`src/rtl/intc_pkg.sv`:
```
package intc_pkg;

    localparam int OFF_W = 8;

    typedef enum logic [OFF_W-1:0] {
        OFF_CTRL       = 8'd0,
        OFF_THRESH     = 8'd1,
        OFF_EN_NUM     = 8'd2,
        OFF_DIS_NUM    = 8'd3,
        OFF_EN_HI      = 8'd4,
        OFF_EN_LO      = 8'd5,
        OFF_TYPE_HI    = 8'd6,
        OFF_TYPE_LO    = 8'd7,
        OFF_PRIO_FIRST = 8'd8,
        OFF_PRIO_LAST  = 8'd15,
        OFF_RAW_HI     = 8'd18,
        OFF_RAW_LO     = 8'd19,
        OFF_FORCE_HI   = 8'd20,
        OFF_FORCE_LO   = 8'd21,
        OFF_NPEND_HI   = 8'd22,
        OFF_NPEND_LO   = 8'd23,
        OFF_FPEND_HI   = 8'd24,
        OFF_FPEND_LO   = 8'd25
    } reg_off_e;

endpackage

```
`src/rtl/intc_pending.sv`:
```
module intc_pending #(
    parameter int NUM_SRC = 64,
    parameter int DATA_W  = 32
) (
    input  logic               clk,
    input  logic               rst_n,
    input  logic [NUM_SRC-1:0] src_i,
    input  logic               force_hi_we_i,
    input  logic               force_lo_we_i,
    input  logic [DATA_W-1:0]  wdata_i,
    output logic [NUM_SRC-1:0] pend_o
);

    localparam int HALF = NUM_SRC / 2;

    logic [NUM_SRC-1:0] src_d;
    logic [NUM_SRC-1:0] pend_q;

    for (genvar i = 0; i < NUM_SRC; i++) begin : g_bit
        localparam bit UPPER = (i >= HALF);
        localparam int WBIT  = i % HALF;

        logic force_we;
        assign force_we = UPPER ? force_hi_we_i : force_lo_we_i;

        always_ff @(posedge clk or negedge rst_n) begin
            if (!rst_n) begin
                src_d[i]  <= 1'b0;
                pend_q[i] <= 1'b0;
            end else begin
                src_d[i] <= src_i[i];
                if (force_we) begin
                    pend_q[i] <= wdata_i[WBIT];
                end else if (src_i[i] != src_d[i]) begin
                    pend_q[i] <= src_i[i];
                end
            end
        end

        AST_SRC_RISE_SETS: assert property (@(posedge clk) disable iff (!rst_n)
            (!force_we && src_i[i] && !src_d[i]) |=> pend_q[i]);
        AST_SRC_FALL_CLEARS: assert property (@(posedge clk) disable iff (!rst_n)
            (!force_we && !src_i[i] && src_d[i]) |=> !pend_q[i]);
    end

    assign pend_o = pend_q;

    AST_FORCE_LO_WINS: assert property (@(posedge clk) disable iff (!rst_n)
        force_lo_we_i |=> (pend_q[HALF-1:0] == $past(wdata_i[HALF-1:0])));
    AST_FORCE_HI_WINS: assert property (@(posedge clk) disable iff (!rst_n)
        force_hi_we_i |=> (pend_q[NUM_SRC-1:HALF] == $past(wdata_i[HALF-1:0])));

endmodule

```
`src/rtl/intc_regfile.sv`:
```
module intc_regfile
    import intc_pkg::*;
#(
    parameter int NUM_SRC = 64,
    parameter int DATA_W  = 32,
    parameter int PRIO_W  = 4,
    parameter int THR_W   = 5
) (
    input  logic                      clk,
    input  logic                      rst_n,
    input  logic                      wr_en_i,
    input  logic                      rd_en_i,
    input  logic [OFF_W-1:0]          word_off_i,
    input  logic [DATA_W-1:0]         wdata_i,
    input  logic [NUM_SRC-1:0]        pend_i,
    output logic [NUM_SRC-1:0]        en_o,
    output logic [NUM_SRC-1:0]        type_o,
    output logic [THR_W-1:0]          thr_o,
    output logic [NUM_SRC*PRIO_W-1:0] prio_o,
    output logic                      force_hi_we_o,
    output logic                      force_lo_we_o,
    output logic [DATA_W-1:0]         rdata_o
);

    localparam int HALF       = NUM_SRC / 2;
    localparam int IDX_W      = $clog2(NUM_SRC);
    localparam int PRIO_WORDS = NUM_SRC * PRIO_W / DATA_W;
    localparam int PW_W       = $clog2(PRIO_WORDS);

    logic [DATA_W-1:0]         ctrl_q;
    logic [THR_W-1:0]          thr_q;
    logic [NUM_SRC-1:0]        en_q;
    logic [NUM_SRC-1:0]        type_q;
    logic [NUM_SRC*PRIO_W-1:0] prio_q;
    logic [DATA_W-1:0]         rdata_q;
    logic [DATA_W-1:0]         rd_next;
    logic                      mapped;
    logic                      is_prio;
    logic [OFF_W-1:0]          prio_diff;
    logic [PW_W-1:0]           prio_word;
    logic [IDX_W-1:0]          num_sel;
    logic [NUM_SRC-1:0]        norm_pend;
    logic [NUM_SRC-1:0]        fast_pend;

    assign is_prio   = (word_off_i >= OFF_PRIO_FIRST) && (word_off_i <= OFF_PRIO_LAST);
    assign prio_diff = OFF_PRIO_LAST - word_off_i;
    assign prio_word = prio_diff[PW_W-1:0];
    assign num_sel   = wdata_i[IDX_W-1:0];
    assign norm_pend = pend_i & en_q & ~type_q;
    assign fast_pend = pend_i & en_q & type_q;

    assign force_hi_we_o = wr_en_i && (word_off_i == OFF_FORCE_HI);
    assign force_lo_we_o = wr_en_i && (word_off_i == OFF_FORCE_LO);

    // Register writes
    always_ff @(posedge clk or negedge rst_n) begin
        if (!rst_n) begin
            ctrl_q <= '0;
            thr_q  <= '1;
            en_q   <= '0;
            type_q <= '0;
            prio_q <= '0;
        end else if (wr_en_i) begin
            unique case (word_off_i)
                OFF_CTRL:    ctrl_q <= wdata_i;
                OFF_THRESH:  thr_q  <= wdata_i[THR_W-1:0];
                OFF_EN_NUM:  en_q[num_sel] <= 1'b1;
                OFF_DIS_NUM: en_q[num_sel] <= 1'b0;
                OFF_EN_HI:   en_q[NUM_SRC-1:HALF]   <= wdata_i[HALF-1:0];
                OFF_EN_LO:   en_q[HALF-1:0]         <= wdata_i[HALF-1:0];
                OFF_TYPE_HI: type_q[NUM_SRC-1:HALF] <= wdata_i[HALF-1:0];
                OFF_TYPE_LO: type_q[HALF-1:0]       <= wdata_i[HALF-1:0];
                default: begin
                    if (is_prio) begin
                        prio_q[prio_word*DATA_W +: DATA_W] <= wdata_i;
                    end
                end
            endcase
        end
    end

    // Read selection
    always_comb begin
        rd_next = '0;
        mapped  = 1'b1;
        unique case (word_off_i)
            OFF_CTRL:     rd_next = ctrl_q;
            OFF_THRESH:   rd_next = DATA_W'(thr_q);
            OFF_EN_NUM, OFF_DIS_NUM,
            OFF_FORCE_HI, OFF_FORCE_LO: rd_next = '0;
            OFF_EN_HI:    rd_next = en_q[NUM_SRC-1:HALF];
            OFF_EN_LO:    rd_next = en_q[HALF-1:0];
            OFF_TYPE_HI:  rd_next = type_q[NUM_SRC-1:HALF];
            OFF_TYPE_LO:  rd_next = type_q[HALF-1:0];
            OFF_RAW_HI:   rd_next = pend_i[NUM_SRC-1:HALF];
            OFF_RAW_LO:   rd_next = pend_i[HALF-1:0];
            OFF_NPEND_HI: rd_next = norm_pend[NUM_SRC-1:HALF];
            OFF_NPEND_LO: rd_next = norm_pend[HALF-1:0];
            OFF_FPEND_HI: rd_next = fast_pend[NUM_SRC-1:HALF];
            OFF_FPEND_LO: rd_next = fast_pend[HALF-1:0];
            default: begin
                if (is_prio) begin
                    rd_next = prio_q[prio_word*DATA_W +: DATA_W];
                end else begin
                    mapped = 1'b0;
                end
            end
        endcase
    end

    always_ff @(posedge clk or negedge rst_n) begin
        if (!rst_n) begin
            rdata_q <= '0;
        end else if (rd_en_i) begin
            rdata_q <= rd_next;
        end
    end

    assign en_o    = en_q;
    assign type_o  = type_q;
    assign thr_o   = thr_q;
    assign prio_o  = prio_q;
    assign rdata_o = rdata_q;

    AST_ENNUM_SETS: assert property (@(posedge clk) disable iff (!rst_n)
        (wr_en_i && word_off_i == OFF_EN_NUM) |=> en_q[$past(num_sel)]);
    AST_DISNUM_CLEARS: assert property (@(posedge clk) disable iff (!rst_n)
        (wr_en_i && word_off_i == OFF_DIS_NUM) |=> !en_q[$past(num_sel)]);
    AST_NUM_READS_ZERO: assert property (@(posedge clk) disable iff (!rst_n)
        (rd_en_i && (word_off_i == OFF_EN_NUM || word_off_i == OFF_DIS_NUM)) |=> (rdata_q == '0));
    AST_THRESH_LOW_BITS: assert property (@(posedge clk) disable iff (!rst_n)
        (wr_en_i && word_off_i == OFF_THRESH) |=> (thr_q == $past(wdata_i[THR_W-1:0])));
    AST_UNMAPPED_READ_ZERO: assert property (@(posedge clk) disable iff (!rst_n)
        (rd_en_i && !mapped) |=> (rdata_q == '0));
    AST_UNMAPPED_WRITE_INERT: assert property (@(posedge clk) disable iff (!rst_n)
        (wr_en_i && !mapped) |=> ($stable(en_q) && $stable(type_q) && $stable(thr_q) && $stable(prio_q)));

endmodule

```
`src/rtl/intc_gate.sv`:
```
module intc_gate #(
    parameter int NUM_SRC = 64,
    parameter int PRIO_W  = 4,
    parameter int THR_W   = 5
) (
    input  logic                      clk,
    input  logic                      rst_n,
    input  logic [NUM_SRC-1:0]        pend_i,
    input  logic [NUM_SRC-1:0]        en_i,
    input  logic [NUM_SRC-1:0]        type_i,
    input  logic [THR_W-1:0]          thr_i,
    input  logic [NUM_SRC*PRIO_W-1:0] prio_i,
    output logic                      fast_o,
    output logic                      norm_o
);

    localparam logic [THR_W-1:0] THR_OPEN = '1;
    localparam int               PRIO_MAX = (1 << PRIO_W) - 1;

    logic [NUM_SRC-1:0] norm_vec;
    logic [NUM_SRC-1:0] fast_vec;
    logic [NUM_SRC-1:0] above;
    logic               fast_q;
    logic               norm_q;
    logic               norm_next;

    assign norm_vec = pend_i & en_i & ~type_i;
    assign fast_vec = pend_i & en_i & type_i;

    for (genvar i = 0; i < NUM_SRC; i++) begin : g_cmp
        logic [THR_W-1:0] prio_ext;
        assign prio_ext = THR_W'(prio_i[i*PRIO_W +: PRIO_W]);
        assign above[i] = norm_vec[i] && (prio_ext > thr_i);
    end

    assign norm_next = (|norm_vec) && ((thr_i == THR_OPEN) || (|above));

    always_ff @(posedge clk or negedge rst_n) begin
        if (!rst_n) begin
            fast_q <= 1'b0;
            norm_q <= 1'b0;
        end else begin
            fast_q <= |fast_vec;
            norm_q <= norm_next;
        end
    end

    assign fast_o = fast_q;
    assign norm_o = norm_q;

    AST_FAST_NEEDS_ENABLE: assert property (@(posedge clk) disable iff (!rst_n)
        ((en_i & type_i) == '0) |=> !fast_o);
    AST_OPEN_THRESH_NORMAL: assert property (@(posedge clk) disable iff (!rst_n)
        ((thr_i == THR_OPEN) && (norm_vec != '0)) |=> norm_o);
    AST_HIGH_THRESH_BLOCKS: assert property (@(posedge clk) disable iff (!rst_n)
        ((thr_i >= THR_W'(PRIO_MAX)) && (thr_i != THR_OPEN)) |=> !norm_o);
    AST_NO_NORMAL_SOURCE: assert property (@(posedge clk) disable iff (!rst_n)
        (norm_vec == '0) |=> !norm_o);

endmodule

```
`src/rtl/intc64_core.sv`:
```
module intc64_core #(
    parameter int NUM_SRC = 64,
    parameter int DATA_W  = 32,
    parameter int ADDR_W  = 10,
    parameter int PRIO_W  = 4,
    parameter int THR_W   = 5
) (
    input  logic               clk,
    input  logic               rst_n,
    input  logic [NUM_SRC-1:0] src_i,
    input  logic               bus_valid_i,
    input  logic               bus_write_i,
    input  logic [ADDR_W-1:0]  bus_addr_i,
    input  logic [DATA_W-1:0]  bus_wdata_i,
    output logic [DATA_W-1:0]  bus_rdata_o,
    output logic               fast_irq_o,
    output logic               norm_irq_o
);

    localparam int OFF_W = intc_pkg::OFF_W;

    logic [OFF_W-1:0]          word_off;
    logic                      wr_en;
    logic                      rd_en;
    logic [NUM_SRC-1:0]        pend;
    logic [NUM_SRC-1:0]        en;
    logic [NUM_SRC-1:0]        typ;
    logic [THR_W-1:0]          thr;
    logic [NUM_SRC*PRIO_W-1:0] prio;
    logic                      force_hi_we;
    logic                      force_lo_we;

    assign word_off = bus_addr_i[ADDR_W-1:2];
    assign wr_en    = bus_valid_i && bus_write_i;
    assign rd_en    = bus_valid_i && !bus_write_i;

    intc_pending #(
        .NUM_SRC (NUM_SRC),
        .DATA_W  (DATA_W)
    ) i_pending (
        .clk           (clk),
        .rst_n         (rst_n),
        .src_i         (src_i),
        .force_hi_we_i (force_hi_we),
        .force_lo_we_i (force_lo_we),
        .wdata_i       (bus_wdata_i),
        .pend_o        (pend)
    );

    intc_regfile #(
        .NUM_SRC (NUM_SRC),
        .DATA_W  (DATA_W),
        .PRIO_W  (PRIO_W),
        .THR_W   (THR_W)
    ) i_regfile (
        .clk           (clk),
        .rst_n         (rst_n),
        .wr_en_i       (wr_en),
        .rd_en_i       (rd_en),
        .word_off_i    (word_off),
        .wdata_i       (bus_wdata_i),
        .pend_i        (pend),
        .en_o          (en),
        .type_o        (typ),
        .thr_o         (thr),
        .prio_o        (prio),
        .force_hi_we_o (force_hi_we),
        .force_lo_we_o (force_lo_we),
        .rdata_o       (bus_rdata_o)
    );

    intc_gate #(
        .NUM_SRC (NUM_SRC),
        .PRIO_W  (PRIO_W),
        .THR_W   (THR_W)
    ) i_gate (
        .clk    (clk),
        .rst_n  (rst_n),
        .pend_i (pend),
        .en_i   (en),
        .type_i (typ),
        .thr_i  (thr),
        .prio_i (prio),
        .fast_o (fast_irq_o),
        .norm_o (norm_irq_o)
    );

    AST_RESET_QUIET: assert property (@(posedge clk)
        !rst_n |=> (!fast_irq_o && !norm_irq_o));

endmodule

```
`config.mk`:
```
export PLATFORM = sky130hd
export DESIGN_NAME = intc64_core
export DESIGN_NICKNAME = d
export VERILOG_FILES = /design/src/rtl/intc_pkg.sv /design/src/rtl/intc_pending.sv /design/src/rtl/intc_regfile.sv /design/src/rtl/intc_gate.sv /design/src/rtl/intc64_core.sv
export SDC_FILE = /design/constraint.sdc
export NUM_CORES = 2
export LEC_CHECK = 0
export BUFFER_PORTS_ARGS = -buffer_cell sky130_fd_sc_hd__buf_2
export CORE_MARGIN = 2
export CORE_UTILIZATION = 57
export DETAILED_ROUTE_END_ITERATION = 12
export PLACE_DENSITY_LB_ADDON = 0.08
export SETUP_SLACK_MARGIN = 0.4
export SYNTH_ARGS = -nofsm -noshare
export SYNTH_HDL_FRONTEND = slang
export SYNTH_SLANG_ARGS = --single-unit
```
`constraint.sdc`:
```
create_clock -name clk -period 3.1 [get_ports clk]
set_input_delay 0.465 -clock clk [delete_from_list [all_inputs] [get_ports clk]]
set_output_delay 0.465 -clock clk [all_outputs]
set_load 0.1 [all_outputs]
```
==> impl_metrics.toml <==
[power_and_ir_drop]
vdd_drop_max_v = 0.000427
power.density_nw_per_um2 = 471
p_leak_nw = 18.2
p_total_w = 0.0191

[drt]
ant_nets = 0
dr.pass1.iters = 8
wirelength_um = 141000
drc = 0
via_per_inst = 6.94
vias = 31300
drt_iter0_markers = 4112
post_drt_wl_per_cell_um = 31.3

[die]
core_um2 = 60000
die_w_um = 250
num_io_pins = 144
dieArea_um2 = 62400
fp.dieH_um = 250
rows = 90
start_util_pct = 57.4

[synth]
synth-edff-count = 0
syn_area_um2 = 34400
yosys.area_share.simple_pct = 12.5
async_flop_share_pct = 100
synth_fa_ha_area_share_pct = 11.3
ys_ff_latch = 583
ys_seq_area_share_pct = 42.4
avgSynthCellArea_um2 = 10.1
synth-compound-area-share_pct = 17.0
yosysWarnings = 0
yosysUniqueCellTypes = 70
ys.flop_type = "dfrtp_1"
synth_top_area_share_pct = 42.0
yosysMostFrequentCell = "dfrtp_1"
synth_top_area_cell = "dfrtp_1"
syn_nets = 3783
synth.area.mux_share_pct = 12.5
synthCells = 3412
synth_top_family_by_area = "compound AO/OA/AOI/OAI gates"
synth_xor_area_share_pct = 0
synth.area.top_cells = "dfrtp_1 42%, ha_1 9.5%, mux2_2 8.1%"
synth_commonest_cells = "578 x dfrtp_1, 409 x nand2_1, 352 x o21ai_0"

[clock_network]
clk_latency_ps = 630
htreeDepth = 3
root_buffer = "clkbuf_16"
tritoncts = "built"
clock_sinks = 583
cts_buffers = 69
clk_pin_slew_worst_paths_ps = 60
clock_path_buffers = 3

[cells_and_area]
area_growth_pct = 17.7
fill_cells = 4593
drive_gt1_share_pct = 22.3
final_area_um2 = 40500
fin_nets = 4039

[placed_design]
dp_hpwl_um = 105000
gp_congestion = 1.04
io_buffers = 141
placed_area_um2 = 37100

[sta]
grt_setup_unrepaired = "yes"
fin_setup_tns_ps = 0
min_period_ps = 2860
finClkSkew_ps = 21.4
slew_violations = 0
fmax_mhz = 350
max_slew.worst_pin.slew_ps = 1370
hold_viol = 0
hold_slack_ps = 229
setup_viol = 0
relSlewSlack_pct = 7.82
min_period_over_period_pct = 92.1

[critical_path]
worstPathArrival_ps = 3350
start_kind = "flop"
crit_type = "reg -> reg"
critPathMaxFanout = 6
critPathRequiredTime_ps = 3590
cp-end-kind = "flop"

[global_routing]
grt-ovfl-total = 0
grt_pass1_wl_um = 206000
grt_util_all_layers_pct = 45.2
antenna_found_initial = 15
grt_start_max_net_pins = 84
grt_pass1_vias = 30600

[run]
maxCapViolations = 0

[outcome]
run_status = "completed"

[hold_path]
hold_path_class = "in -> reg"
-- report_power, final --
group	switching (W)	total, W	leakage (nW)	internal [W]
clock network	0.00348	0.00888	1.21	0.00540
registers	0.000306	0.00815	7.67	0.00784
logic	0.00130	0.00206	9.29	0.000754
-- path summary, 6_finish.rpt --
path                       slack, ps  cells past startpoint                    end                  start
max reg2reg                      240                     11          i_gate.norm_o     i_regfile.thr_o[1]
max in group asynchronous       1710                      3     i_regfile.en_o[30]                  rst_n
min in group asynchronous        370                      2   i_regfile.prio_o[56]                  rst_n
min reg2reg                      490                      2  i_regfile.prio_o[160]  i_regfile.prio_o[160]
min                              230                      2    i_pending.pend_o[1]         bus_wdata_i[1]
max                              240                     11          i_gate.norm_o     i_regfile.thr_o[1]
-- routing by layer --
layer / global-route usage [%] / vias to the layer above / wire, µm
met2: 67.3 / 2122 / 61300
met1: 56.5 / 15300 / 51500
li1: - / 13300 / -
met5: 0 / - / 101
met3: 13.5 / 605 / 16400
met4: 31.8 / 14 / 12000
-- critical path: stages (launching register included) --
cell and delay [ps]:
dfstp_2 570, inv_6 70, bufbuf_16 280, buf_4 150, ha_1 280, nor2b_1 140, o21a_1 170, o21a_1 170
o211ai_1 160, nand4_1 230, nor4_2 370, a211oi_2 110
-- registers in the layout (all words and copies together), names as in the netlist --
register,count
i_regfile.ctrl_q,32
i_regfile.prio_o,256
i_gate.fast_o,1
i_regfile.type_o,64
i_pending.src_d,64
i_pending.pend_o,64
i_regfile.thr_o,5
i_regfile.en_o,64
i_gate.norm_o,1
i_regfile.rdata_o,32
-- what timing repair did --
| action | 4_1_cts | 5_1_grt |
|---|---|---|
| pin swaps | 12 | 7 |
| buffers inserted | 5 | 0 |
| gates resized for setup | 38 | 12 |
| cloned | 2 | 0 |
| endpoints found under the hold margin | 118 | 0 |
| hold buffers | 65 | 0 |
| endpoints found under the setup margin | 1 | 1 |
-- per-stage QoR --
step | utilization [%] | setup slack [ps] | cells
after detailed placement | 61.8 | 44.3 | 4307
after global placement | 61.8 | 82.6 | 4307
final | 67.5 | 244 | 4513
after global routing | 67.5 | 183 | 4505
after CTS | 67.4 | 401 | 4505
after floorplan | - | -1.76 | 3412
-- area by class of cell --
class / instances / area [µm²] / area share (%)
multi-input cells: 2450 / 18600 / 46.0
flip-flops and latches: 583 / 14600 / 36.0
inverters: 171 / 649 / 1.60
repair buffers: 393 / 3210 / 7.92
well taps: 782 / 978 / 2.41
clock inverters: 30 / 465 / 1.15
diodes: 8 / 20.0 / 0.0494
clock buffers: 96 / 1980 / 4.88
-- logic make-up (layout without fill, tap and decap cells) --
group,Yosys count,count (layout)
DFF,583,583
adders and majority gates,325,325
other,0,8
buffers and inverters,379,690
and+or+nand+nor,860,860
muxes,319,319
AOI/OAI and AO/OA,946,946
-- layout by cell type (no fill, tap or decap), types with 59 or more instances in the layout --
master	instances
maj3_1	64
mux4_2	64
nand3_1	93
buf_2	138
ha_1	259
nand2_1	408
o211ai_1	59
nand4_1	71
clkbuf_16	70
a22oi_1	69
mux2_2	249
a21oi_1	215
dlygate4sd3_1	65
inv_1	167
dfrtp_1	578
o21ai_0	348
buf_4	153
(Power assumes the default switching activity.)
